### src/rtl/sgw_pkg.sv
package sgw_pkg;
  typedef enum logic [2:0] {
    ST_IDLE,
    ST_EVAL,
    ST_FETCH,
    ST_WAIT,
    ST_XFER
  } walkState_e;

  // strobes from control to datapath
  typedef struct packed {
    logic loadCmd;
    logic loadDesc;
    logic consume;
  } dpCtrl_t;

  localparam logic [1:0] DONE_OK        = 2'b01;
  localparam logic [1:0] DONE_EXHAUSTED = 2'b10;
endpackage

### src/rtl/sgw_datapath.sv
module sgw_datapath
  import sgw_pkg::*;
#(
  parameter int ADDR_W     = 32,
  parameter int CNT_W      = 32,
  parameter int PAGE_BYTES = 4096,
  parameter int DESC_BYTES = 8
) (
  input  logic              clk,
  input  logic              rst,
  input  dpCtrl_t           ctrl,
  input  logic [ADDR_W-1:0] tableBase,
  input  logic [CNT_W-1:0]  devBytes,
  input  logic              toMemory,
  input  logic [63:0]       descData,
  output logic [ADDR_W-1:0] descPtr,
  output logic [ADDR_W-1:0] regionAddr,
  output logic [16:0]       chunkLen,
  output logic              dirWrite,
  output logic              pendZero,
  output logic              regionEmpty,
  output logic              lastSeen,
  output logic              pageHit
);
  localparam int LEN_W = 17;

  logic [ADDR_W-1:0] baseQ;
  logic [LEN_W-1:0]  regionLeft;
  logic [CNT_W-1:0]  pending;
  logic [15:0]       rawLen;
  logic [LEN_W-1:0]  decodedLen;
  logic [CNT_W-1:0]  leftWide;
  logic              unusedCtrl;

  assign unusedCtrl = ^{descData[62:48], descData[32]};

  // length field with bit 0 dropped; zero encodes a full 64 KiB region
  assign rawLen     = {descData[47:33], 1'b0};
  assign decodedLen = (rawLen == 16'd0) ? LEN_W'(65536) : {1'b0, rawLen};

  assign leftWide    = CNT_W'(regionLeft);
  assign chunkLen    = (pending < leftWide) ? pending[LEN_W-1:0] : regionLeft;
  assign pendZero    = (pending == '0);
  assign regionEmpty = (regionLeft == '0);
  assign pageHit     = ((descPtr - baseQ) >= ADDR_W'(PAGE_BYTES));

  always_ff @(posedge clk) begin
    if (rst) begin
      baseQ      <= '0;
      descPtr    <= '0;
      regionAddr <= '0;
      regionLeft <= '0;
      lastSeen   <= 1'b0;
      pending    <= '0;
      dirWrite   <= 1'b0;
    end else if (ctrl.loadCmd) begin
      baseQ      <= tableBase;
      descPtr    <= tableBase;
      regionAddr <= '0;
      regionLeft <= '0;
      lastSeen   <= 1'b0;
      pending    <= devBytes;
      dirWrite   <= toMemory;
    end else if (ctrl.loadDesc) begin
      regionAddr <= descData[ADDR_W-1:0];
      regionLeft <= decodedLen;
      lastSeen   <= descData[63];
      descPtr    <= descPtr + ADDR_W'(DESC_BYTES);
    end else if (ctrl.consume) begin
      regionAddr <= regionAddr + ADDR_W'(chunkLen);
      regionLeft <= regionLeft - chunkLen;
      pending    <= pending - CNT_W'(chunkLen);
    end
  end
endmodule

### src/rtl/sgw_ctrl.sv
module sgw_ctrl
  import sgw_pkg::*;
(
  input  logic       clk,
  input  logic       rst,
  input  logic       start,
  input  logic       descReqReady,
  input  logic       descRspValid,
  input  logic       xferReady,
  input  logic       pendZero,
  input  logic       regionEmpty,
  input  logic       lastSeen,
  input  logic       pageHit,
  output dpCtrl_t    ctrl,
  output logic       descReqValid,
  output logic       xferValid,
  output logic       done,
  output logic [1:0] doneStatus
);
  walkState_e state, nextState;
  logic       finish;
  logic [1:0] finishCode;

  always_comb begin
    nextState  = state;
    finish     = 1'b0;
    finishCode = DONE_OK;
    unique case (state)
      ST_IDLE:  if (start) nextState = ST_EVAL;
      ST_EVAL: begin
        if (pendZero) begin
          nextState = ST_IDLE;
          finish    = 1'b1;
        end else if (regionEmpty) begin
          if (lastSeen || pageHit) begin
            nextState  = ST_IDLE;
            finish     = 1'b1;
            finishCode = DONE_EXHAUSTED;
          end else begin
            nextState = ST_FETCH;
          end
        end else begin
          nextState = ST_XFER;
        end
      end
      ST_FETCH: if (descReqReady) nextState = ST_WAIT;
      ST_WAIT:  if (descRspValid) nextState = ST_EVAL;
      ST_XFER:  if (xferReady) nextState = ST_EVAL;
      default:  nextState = ST_IDLE;
    endcase
  end

  assign ctrl.loadCmd  = (state == ST_IDLE) && start;
  assign ctrl.loadDesc = (state == ST_WAIT) && descRspValid;
  assign ctrl.consume  = (state == ST_XFER) && xferReady;
  assign descReqValid  = (state == ST_FETCH);
  assign xferValid     = (state == ST_XFER);

  always_ff @(posedge clk) begin
    if (rst) begin
      state      <= ST_IDLE;
      done       <= 1'b0;
      doneStatus <= 2'b00;
    end else begin
      state <= nextState;
      done  <= finish;
      if (finish) doneStatus <= finishCode;
    end
  end
endmodule

### src/rtl/sg_walker.sv
module sg_walker
  import sgw_pkg::*;
#(
  parameter int ADDR_W     = 32,
  parameter int CNT_W      = 32,
  parameter int PAGE_BYTES = 4096,
  parameter int DESC_BYTES = 8
) (
  input  logic              clk,
  input  logic              rst,
  input  logic              start,
  input  logic [ADDR_W-1:0] tableBase,
  input  logic [CNT_W-1:0]  devBytes,
  input  logic              toMemory,
  output logic              descReqValid,
  input  logic              descReqReady,
  output logic [ADDR_W-1:0] descReqAddr,
  input  logic              descRspValid,
  input  logic [63:0]       descRspData,
  output logic              xferValid,
  input  logic              xferReady,
  output logic [ADDR_W-1:0] xferAddr,
  output logic [16:0]       xferLen,
  output logic              xferWrite,
  output logic              done,
  output logic [1:0]        doneStatus
);
  dpCtrl_t ctrl;
  logic    pendZero, regionEmpty, lastSeen, pageHit;

  sgw_ctrl u_ctrl (
    .clk          (clk),
    .rst          (rst),
    .start        (start),
    .descReqReady (descReqReady),
    .descRspValid (descRspValid),
    .xferReady    (xferReady),
    .pendZero     (pendZero),
    .regionEmpty  (regionEmpty),
    .lastSeen     (lastSeen),
    .pageHit      (pageHit),
    .ctrl         (ctrl),
    .descReqValid (descReqValid),
    .xferValid    (xferValid),
    .done         (done),
    .doneStatus   (doneStatus)
  );

  sgw_datapath #(
    .ADDR_W     (ADDR_W),
    .CNT_W      (CNT_W),
    .PAGE_BYTES (PAGE_BYTES),
    .DESC_BYTES (DESC_BYTES)
  ) u_dp (
    .clk         (clk),
    .rst         (rst),
    .ctrl        (ctrl),
    .tableBase   (tableBase),
    .devBytes    (devBytes),
    .toMemory    (toMemory),
    .descData    (descRspData),
    .descPtr     (descReqAddr),
    .regionAddr  (xferAddr),
    .chunkLen    (xferLen),
    .dirWrite    (xferWrite),
    .pendZero    (pendZero),
    .regionEmpty (regionEmpty),
    .lastSeen    (lastSeen),
    .pageHit     (pageHit)
  );
endmodule

### config.mk
export PLATFORM = sky130hd
export DESIGN_NAME = sg_walker
export DESIGN_NICKNAME = d
export VERILOG_FILES = /design/src/rtl/sgw_pkg.sv /design/src/rtl/sgw_datapath.sv /design/src/rtl/sgw_ctrl.sv /design/src/rtl/sg_walker.sv
export SDC_FILE = /design/constraint.sdc
export NUM_CORES = 1
export LEC_CHECK = 0
export BUFFER_PORTS_ARGS = -buffer_cell sky130_fd_sc_hd__buf_2
export CAP_MARGIN = 20
export CELL_PAD_IN_SITES_DETAIL_PLACEMENT = 1
export CELL_PAD_IN_SITES_GLOBAL_PLACEMENT = 1
export CORE_MARGIN = 5
export CORE_UTILIZATION = 37
export CTS_CLUSTER_DIAMETER = 80
export DETAILED_ROUTE_END_ITERATION = 12
export PLACE_DENSITY_LB_ADDON = 0.1
export SLEW_MARGIN = 30
export SYNTH_ARGS = -nofsm -noshare
export SYNTH_HDL_FRONTEND = slang
export SYNTH_SLANG_ARGS = --single-unit
### constraint.sdc
create_clock -name clk -period 5.4 [get_ports clk]
set_input_delay 1.08 -clock clk [delete_from_list [all_inputs] [get_ports clk]]
set_output_delay 1.08 -clock clk [all_outputs]
set_load 0.01 [all_outputs]
Word-level counts from Yosys, hierarchy flattened
Index checks and enable logic that the tools add are counted.

word-level totals
  word-level logic and storage cells = 67
  register bits = 153

operators by class
  reduce and logical (&&, ||, !) cells = 14
  equality and inequality tests = 9
  add/subtract/negate cells = 5
  order comparisons = 2
  multiplexer cells = 27

operators by type and width
  operator                                               count
  2-to-1 mux 32 bit                                      7
  2-to-1 mux 17 bit                                      4
  adder 32 x 17 -> 32 bit                                1
  adder 32 x 4 -> 32 bit, second input constant          1
  >= comparator 32 x 13 -> 1 bit, second input constant  1
  zero test 32 bit                                       1
  < comparator 32 x 17 -> 1 bit                          1
  subtractor 32 x 17 -> 32 bit                           1
  subtractor 32 bit                                      1
  2-to-1 mux 3 bit                                       6
  zero test 17 bit                                       1
  subtractor 17 bit                                      1
  zero test 16 bit                                       1
  one-hot mux 3 bit (5 select lines)                     1
  2-to-1 mux 2 bit                                       5
  equality test 3 x 2 -> 1 bit, second input constant    2
  inequality test 2 x 1 -> 1 bit, second input constant  3
  nonzero test 2 bit                                     3
  2-to-1 mux 1 bit                                       4
  inequality test 2 bit, second input constant           2
  AND reduction 4 bit                                    1
  equality test 3 x 1 -> 1 bit, second input constant    1
  equality test 3 bit, second input constant             1
  logical AND 1 bit                                      3
  other kinds (4)                                        4

Depth between registers and ports, before layout
  depth in word-level cells = 7
  depth in mapped cells = 24

Cells and area by module
From an unflattened synthesis, not the netlist that was laid out.

second synthesis, totals
  cells, all modules = 1495
  area, all modules = 11551.1 sq um

by module, submodules not included
  module        seq. area each (sq um)  area an instance (sq um)  times used  cells each
  sgw_datapath  2942.8                  11148.2                   1           1452
  sgw_ctrl      120.1                   402.9                     1           43

Worst setup path after synthesis
Ideal clock, no wire load.

  kind = reg-to-reg
  start point = reg u_dp.pending[19]
  end point = reg u_dp.regionLeft[16]
  cell stages (with the launch flop) = 22
  setup time = 0.074 ns
  arrival = 5.223 ns
  setup slack = 0.103 ns
  cell sequence = dfxtp_1 -> or4_4 -> or2_1 -> buf_2 -> nor2_4 -> nand3_1 -> or4_4 -> buf_6 -> buf_6 -> o21ai_1 -> ha_1 -> inv_1 -> fa_1 -> a21o_1 -> a21o_1 -> a2111oi_0 -> o31ai_1 -> o21ba_2 -> a31oi_1 -> nor2b_1 -> or4_1 -> a31oi_1

between the ends
  longest elaborated chain between the ends = 5

RTL lines
  item                           RTL line            text
  from (decl)                    sgw_datapath.sv:29  logic [CNT_W-1:0] pending;
  from (signal assigned)         sgw_datapath.sv:62  pending <= devBytes;
  from (signal assigned)         sgw_datapath.sv:72  pending <= pending - CNT_W'(chunkLen);
  < comparator 32 x 17 -> 1 bit  sgw_datapath.sv:42  assign chunkLen = (pending < leftWide) ? pending[LEN_W-1:0] : regionLeft;
  2-to-1 mux 17 bit              sgw_datapath.sv:42
  named net xferLen[0]           sg_walker.sv:23     output logic [16:0] xferLen,
  subtractor 17 bit              sgw_datapath.sv:71  regionLeft <= regionLeft - chunkLen;
  2-to-1 mux 17 bit              sgw_datapath.sv:69  end else if (ctrl.consume) begin
  2-to-1 mux 17 bit              sgw_datapath.sv:64  end else if (ctrl.loadDesc) begin
  to (signal assigned)           sgw_datapath.sv:66  regionLeft <= decodedLen;
  to (signal assigned)           sgw_datapath.sv:71
  to (decl)                      sgw_datapath.sv:28  logic [LEN_W-1:0] regionLeft;

The timed path passes the listed nets, and every way through them passes these cells. The select of a mux whose other input is x is not followed.
A chain may end at the register's enable or synchronous reset.

Worst setup path after layout
  start point = reg u_dp.pending[19]
  end point = reg u_dp.regionLeft[16]

between the ends
  longest elaborated chain between the ends = 5

RTL lines
  item                           RTL line
  < comparator 32 x 17 -> 1 bit  sgw_datapath.sv:42
  2-to-1 mux 17 bit              sgw_datapath.sv:42
  subtractor 17 bit              sgw_datapath.sv:71
  2-to-1 mux 17 bit              sgw_datapath.sv:69
  2-to-1 mux 17 bit              sgw_datapath.sv:64

Every way passes these cells. The select of a mux whose other input is x is not followed.

==> flow_metrics.env <==
export IMPL_postCtsSetupBuffers=0
export IMPL_ys_ff_latch=153
export IMPL_totalWireLength_mm=39.14
export IMPL_dieArea_um2=34610
export IMPL_grt_usage_pct=22.37
export IMPL_grt_pass1_vias=12130
export IMPL_ios=222
export IMPL_drc_errors=0
export IMPL_dieWidth_um=186.0
export IMPL_rsz0062_at_grt="true"
export IMPL_synth_area_leaders="dfxtp_1, ha_1, a21oi_1"
export IMPL_cp_top_family="simple AND/OR/NAND/NOR gates"
export IMPL_cts_tree="yes"
export IMPL_worstSetupStartpointType="register"
export IMPL_worstRegToRegCells=19
export IMPL_critPathMaxFanout=6
export IMPL_layout_drive_gt1_share_pct=19.00
export IMPL_num_vias=11640
export IMPL_holdBufCountCts=0
export IMPL_crit_end="u_dp.regionLeft[16]$_SDFFE_PP0P_"
export IMPL_critPathRequiredTime_ps=5760
export IMPL_clockBufferDepth=2
export IMPL_die_h_um=186.0
export IMPL_antenna_found_initial=1
export IMPL_grt_max_degree=80
export IMPL_synth_edf_count=0
export IMPL_rrSetupSlack_ps=190
export IMPL_p_per_area_nw_per_um2=241.6
export IMPL_clkTransAtPathRegs_ps=70
export IMPL_p_leak_uw=0.005730
export IMPL_synthesis_nets=1773
export IMPL_fin_nets=1956
export IMPL_numCtsBuffers=17
export IMPL_cp_buffers_inverters=2
export IMPL_synthArstFlopShare_pct=0
export IMPL_gp_congestion=0.8766
export IMPL_cts_root_buf="clkbuf_16"
export IMPL_slew_limit_headroom_pct=45.08
export IMPL_syn_avg_cell_area_um2=7.466
export IMPL_yosysMostFrequentCell="nand2_1"
export IMPL_synth_seq_area_share_pct=26.71
export IMPL_worst_slew_pin_slew_ps=823.8
export IMPL_ys_warnings_count=0
export IMPL_ys_flop_type="dfxtp_1"
export IMPL_syn_cell_area_um2=11470
export IMPL_hold_path_class="register to register"
export IMPL_report_final_slew_viol_count=0
export IMPL_core_um2=30590
export IMPL_overflow=0
export IMPL_max_freq_mhz=191.9
export IMPL_vias_per_cell=5.465
export IMPL_tns_ps=0
export IMPL_synth_distinct_cells=81
export IMPL_port_buffers=205
export IMPL_crit_path_end_kind="register"
export IMPL_crit_arrival_ps=5570
export IMPL_wl_per_cell_um=18.38
export IMPL_drv_cap=0
export IMPL_yosysTopAreaCellShare_pct=26.71
export IMPL_setup_violations=0
export IMPL_dr_pass1_iters=4
export IMPL_initial_core_util_pct=37.49
export IMPL_slowest_delay_ps=620
export IMPL_cpMaxStageDelayCell="or4_4"
export IMPL_worstSetupPathType="register to register"
export IMPL_clock_sinks=153
export IMPL_crit_start="u_dp.pending[19]$_SDFFE_PP0P_"
export IMPL_yosysTopAreaCell="dfxtp_1"
export IMPL_htree_levels=4
export IMPL_p_total_uw=3283
export IMPL_synthTopCellsByCount="nand2_1, a21oi_1, dfxtp_1, nor2_1, ha_1"
export IMPL_vdd_drop_max_v=0.0002281
export IMPL_post_dp_hpwl_mm=30.08
export IMPL_hold_violations=0
export IMPL_timing_rr_end="u_dp.regionLeft[16]$_SDFFE_PP0P_"
export IMPL_rows=64
export IMPL_syn_to_final_growth_pct=18.54
export IMPL_cp_cell_sequence="or4_4 -> or2_1 -> nor2_4 -> nand3_1 -> or4_4 -> o21ai_2 -> ha_1 -> inv_1 -> fa_1 -> a21o_1 -> a21o_1 -> a2111oi_2 -> buf_4 -> o31ai_1 -> o21ba_2 -> a31oi_2 -> nor2b_1 -> or4_1 -> a31oi_1"
export IMPL_ant_nets=0
export IMPL_r2r_start="u_dp.pending[19]$_SDFFE_PP0P_"
export IMPL_fin_crit_ps=5212
export IMPL_drt_first_iter_violations=348
export IMPL_fin_crit_sh_pct=96.53
export IMPL_outcome="completed"
export IMPL_cp_depth=19
export IMPL_clk_latency_ps=440
export IMPL_fin_skew_ps=8.929
export IMPL_synthesis_instances=1536
export IMPL_grt_pass1_wl_mm=62.05
-- through the flow --
stage	cells	area (um2)	hold slack [ps]	worst slack, ps	utilization [%]
detailed placement	2096	12940	449.8	-143.2	42.30
finish	2129	13590	455.9	187.6	44.44
global placement	2096	12940	439.6	23.31	42.29
CTS	2128	13560	459.2	45.02	44.33
floorplan	1536	11470	433.7	103.3	-
global route	2128	13590	476.8	-2.963	44.43
-- placed cells by master, fill, tap and decap left out, types with 15 or more instances in the layout --
cell type	count
nand4_1	26
nor3_1	32
clkbuf_16	17
inv_2	15
nand3_1	43
dfxtp_1	153
nand2_1	217
xor2_1	32
or3_1	16
nor4_1	19
a31oi_1	15
xnor2_1	54
buf_4	29
buf_2	204
a21o_1	26
o21ai_0	50
ha_1	98
nor2_1	143
a211oi_1	34
inv_1	80
o211ai_1	20
a21oi_1	163
-- power by group --
part	switching (uW)	total, uW	internal [uW]
Combinational	466	785	320
Sequential	58.4	1240	1180
Clock	519	1260	742
Total	1040	3280	2240
-- metal layers --
metal,wire length [um],up-vias,track usage (%),share of wire (%)
met4,479,0,4.838,1.2
met5,0,-,0,0
met2,19560,188,40.38,50
met1,17490,5550,27.50,45
li1,-,5868,-,-
met3,1610,29,4.514,4.1
-- logic make-up (layout without fill, tap and decap cells) --
logic type | after synthesis | after routing | share of synthesized area (%)
DFF | 153 | 153 | 26.71
other | 0 | 1 | 0
xor gates and xnor gates | 86 | 86 | 6.568
muxes | 20 | 20 | 2.117
and+or+nand+nor | 567 | 567 | 22.66
buffers and inverters | 164 | 360 | 5.565
adders and majority gates | 102 | 102 | 11.39
AOI/OAI and AO/OA | 444 | 444 | 24.99
-- state kept, by name (all words and copies together) (netlist names) --
| signal | flops |
|---|---|
| u_ctrl.doneStatus | 2 |
| u_dp.descPtr | 32 |
| u_ctrl.done | 1 |
| u_dp.baseQ | 32 |
| u_dp.regionLeft | 17 |
| u_dp.dirWrite | 1 |
| u_dp.regionAddr | 32 |
| u_dp.lastSeen | 1 |
| u_dp.pending | 32 |
| u_ctrl.state | 3 |
-- worst reg2reg max path: stages, from the launching register on --
cell       delay (ps)
dfxtp_1           360
or4_4             560
or2_1             270
nor2_4            150
nand3_1           100
or4_4             620
o21ai_2           180
ha_1              200
inv_1              60
fa_1              410
a21o_1            170
a21o_1            210
a2111oi_2         390
buf_4             170
o31ai_1            90
o21ba_2           250
a31oi_2           230
nor2b_1            90
or4_1             400
a31oi_1           210
-- worst min path at each step --
| stage | end | depth (start not counted) | from | slack, ps |
|---|---|---|---|---|
| finish | u_dp.baseQ[23]$_SDFFE_PP0P_ | 2 | u_dp.baseQ[23]$_SDFFE_PP0P_ | 460 |
| floorplan | u_dp.lastSeen$_SDFFE_PP0P_ | 2 | u_dp.lastSeen$_SDFFE_PP0P_ | 430 |
| global route | u_dp.baseQ[30]$_SDFFE_PP0P_ | 2 | u_dp.baseQ[30]$_SDFFE_PP0P_ | 480 |
| global placement | u_dp.dirWrite$_SDFFE_PP0P_ | 2 | u_dp.dirWrite$_SDFFE_PP0P_ | 440 |
| CTS | u_dp.baseQ[3]$_SDFFE_PP0P_ | 2 | u_dp.baseQ[3]$_SDFFE_PP0P_ | 460 |
| detailed placement | u_dp.baseQ[25]$_SDFFE_PP0P_ | 2 | u_dp.baseQ[25]$_SDFFE_PP0P_ | 450 |
-- area by class of cell --
class                      count  area (um2)
fill                        3900       17000
multi-input combinational   1219        7826
sequential                   153        3063
timing repair buffer         233        1239
tap                          396       495.5
clock buffer                  22       494.2
inverter                      95       356.6
clock inverter                10       116.4
antenna                        1       2.502
-- what timing repair did --
| action | CTS | global route |
|---|---|---|
| setup endpoints to repair | 1 | 12 |
| pin swaps | 0 | 2 |
| gates resized for setup | 3 | 6 |
| hold endpoints to repair | 0 | 0 |
Power figures use the tool's default switching activity.
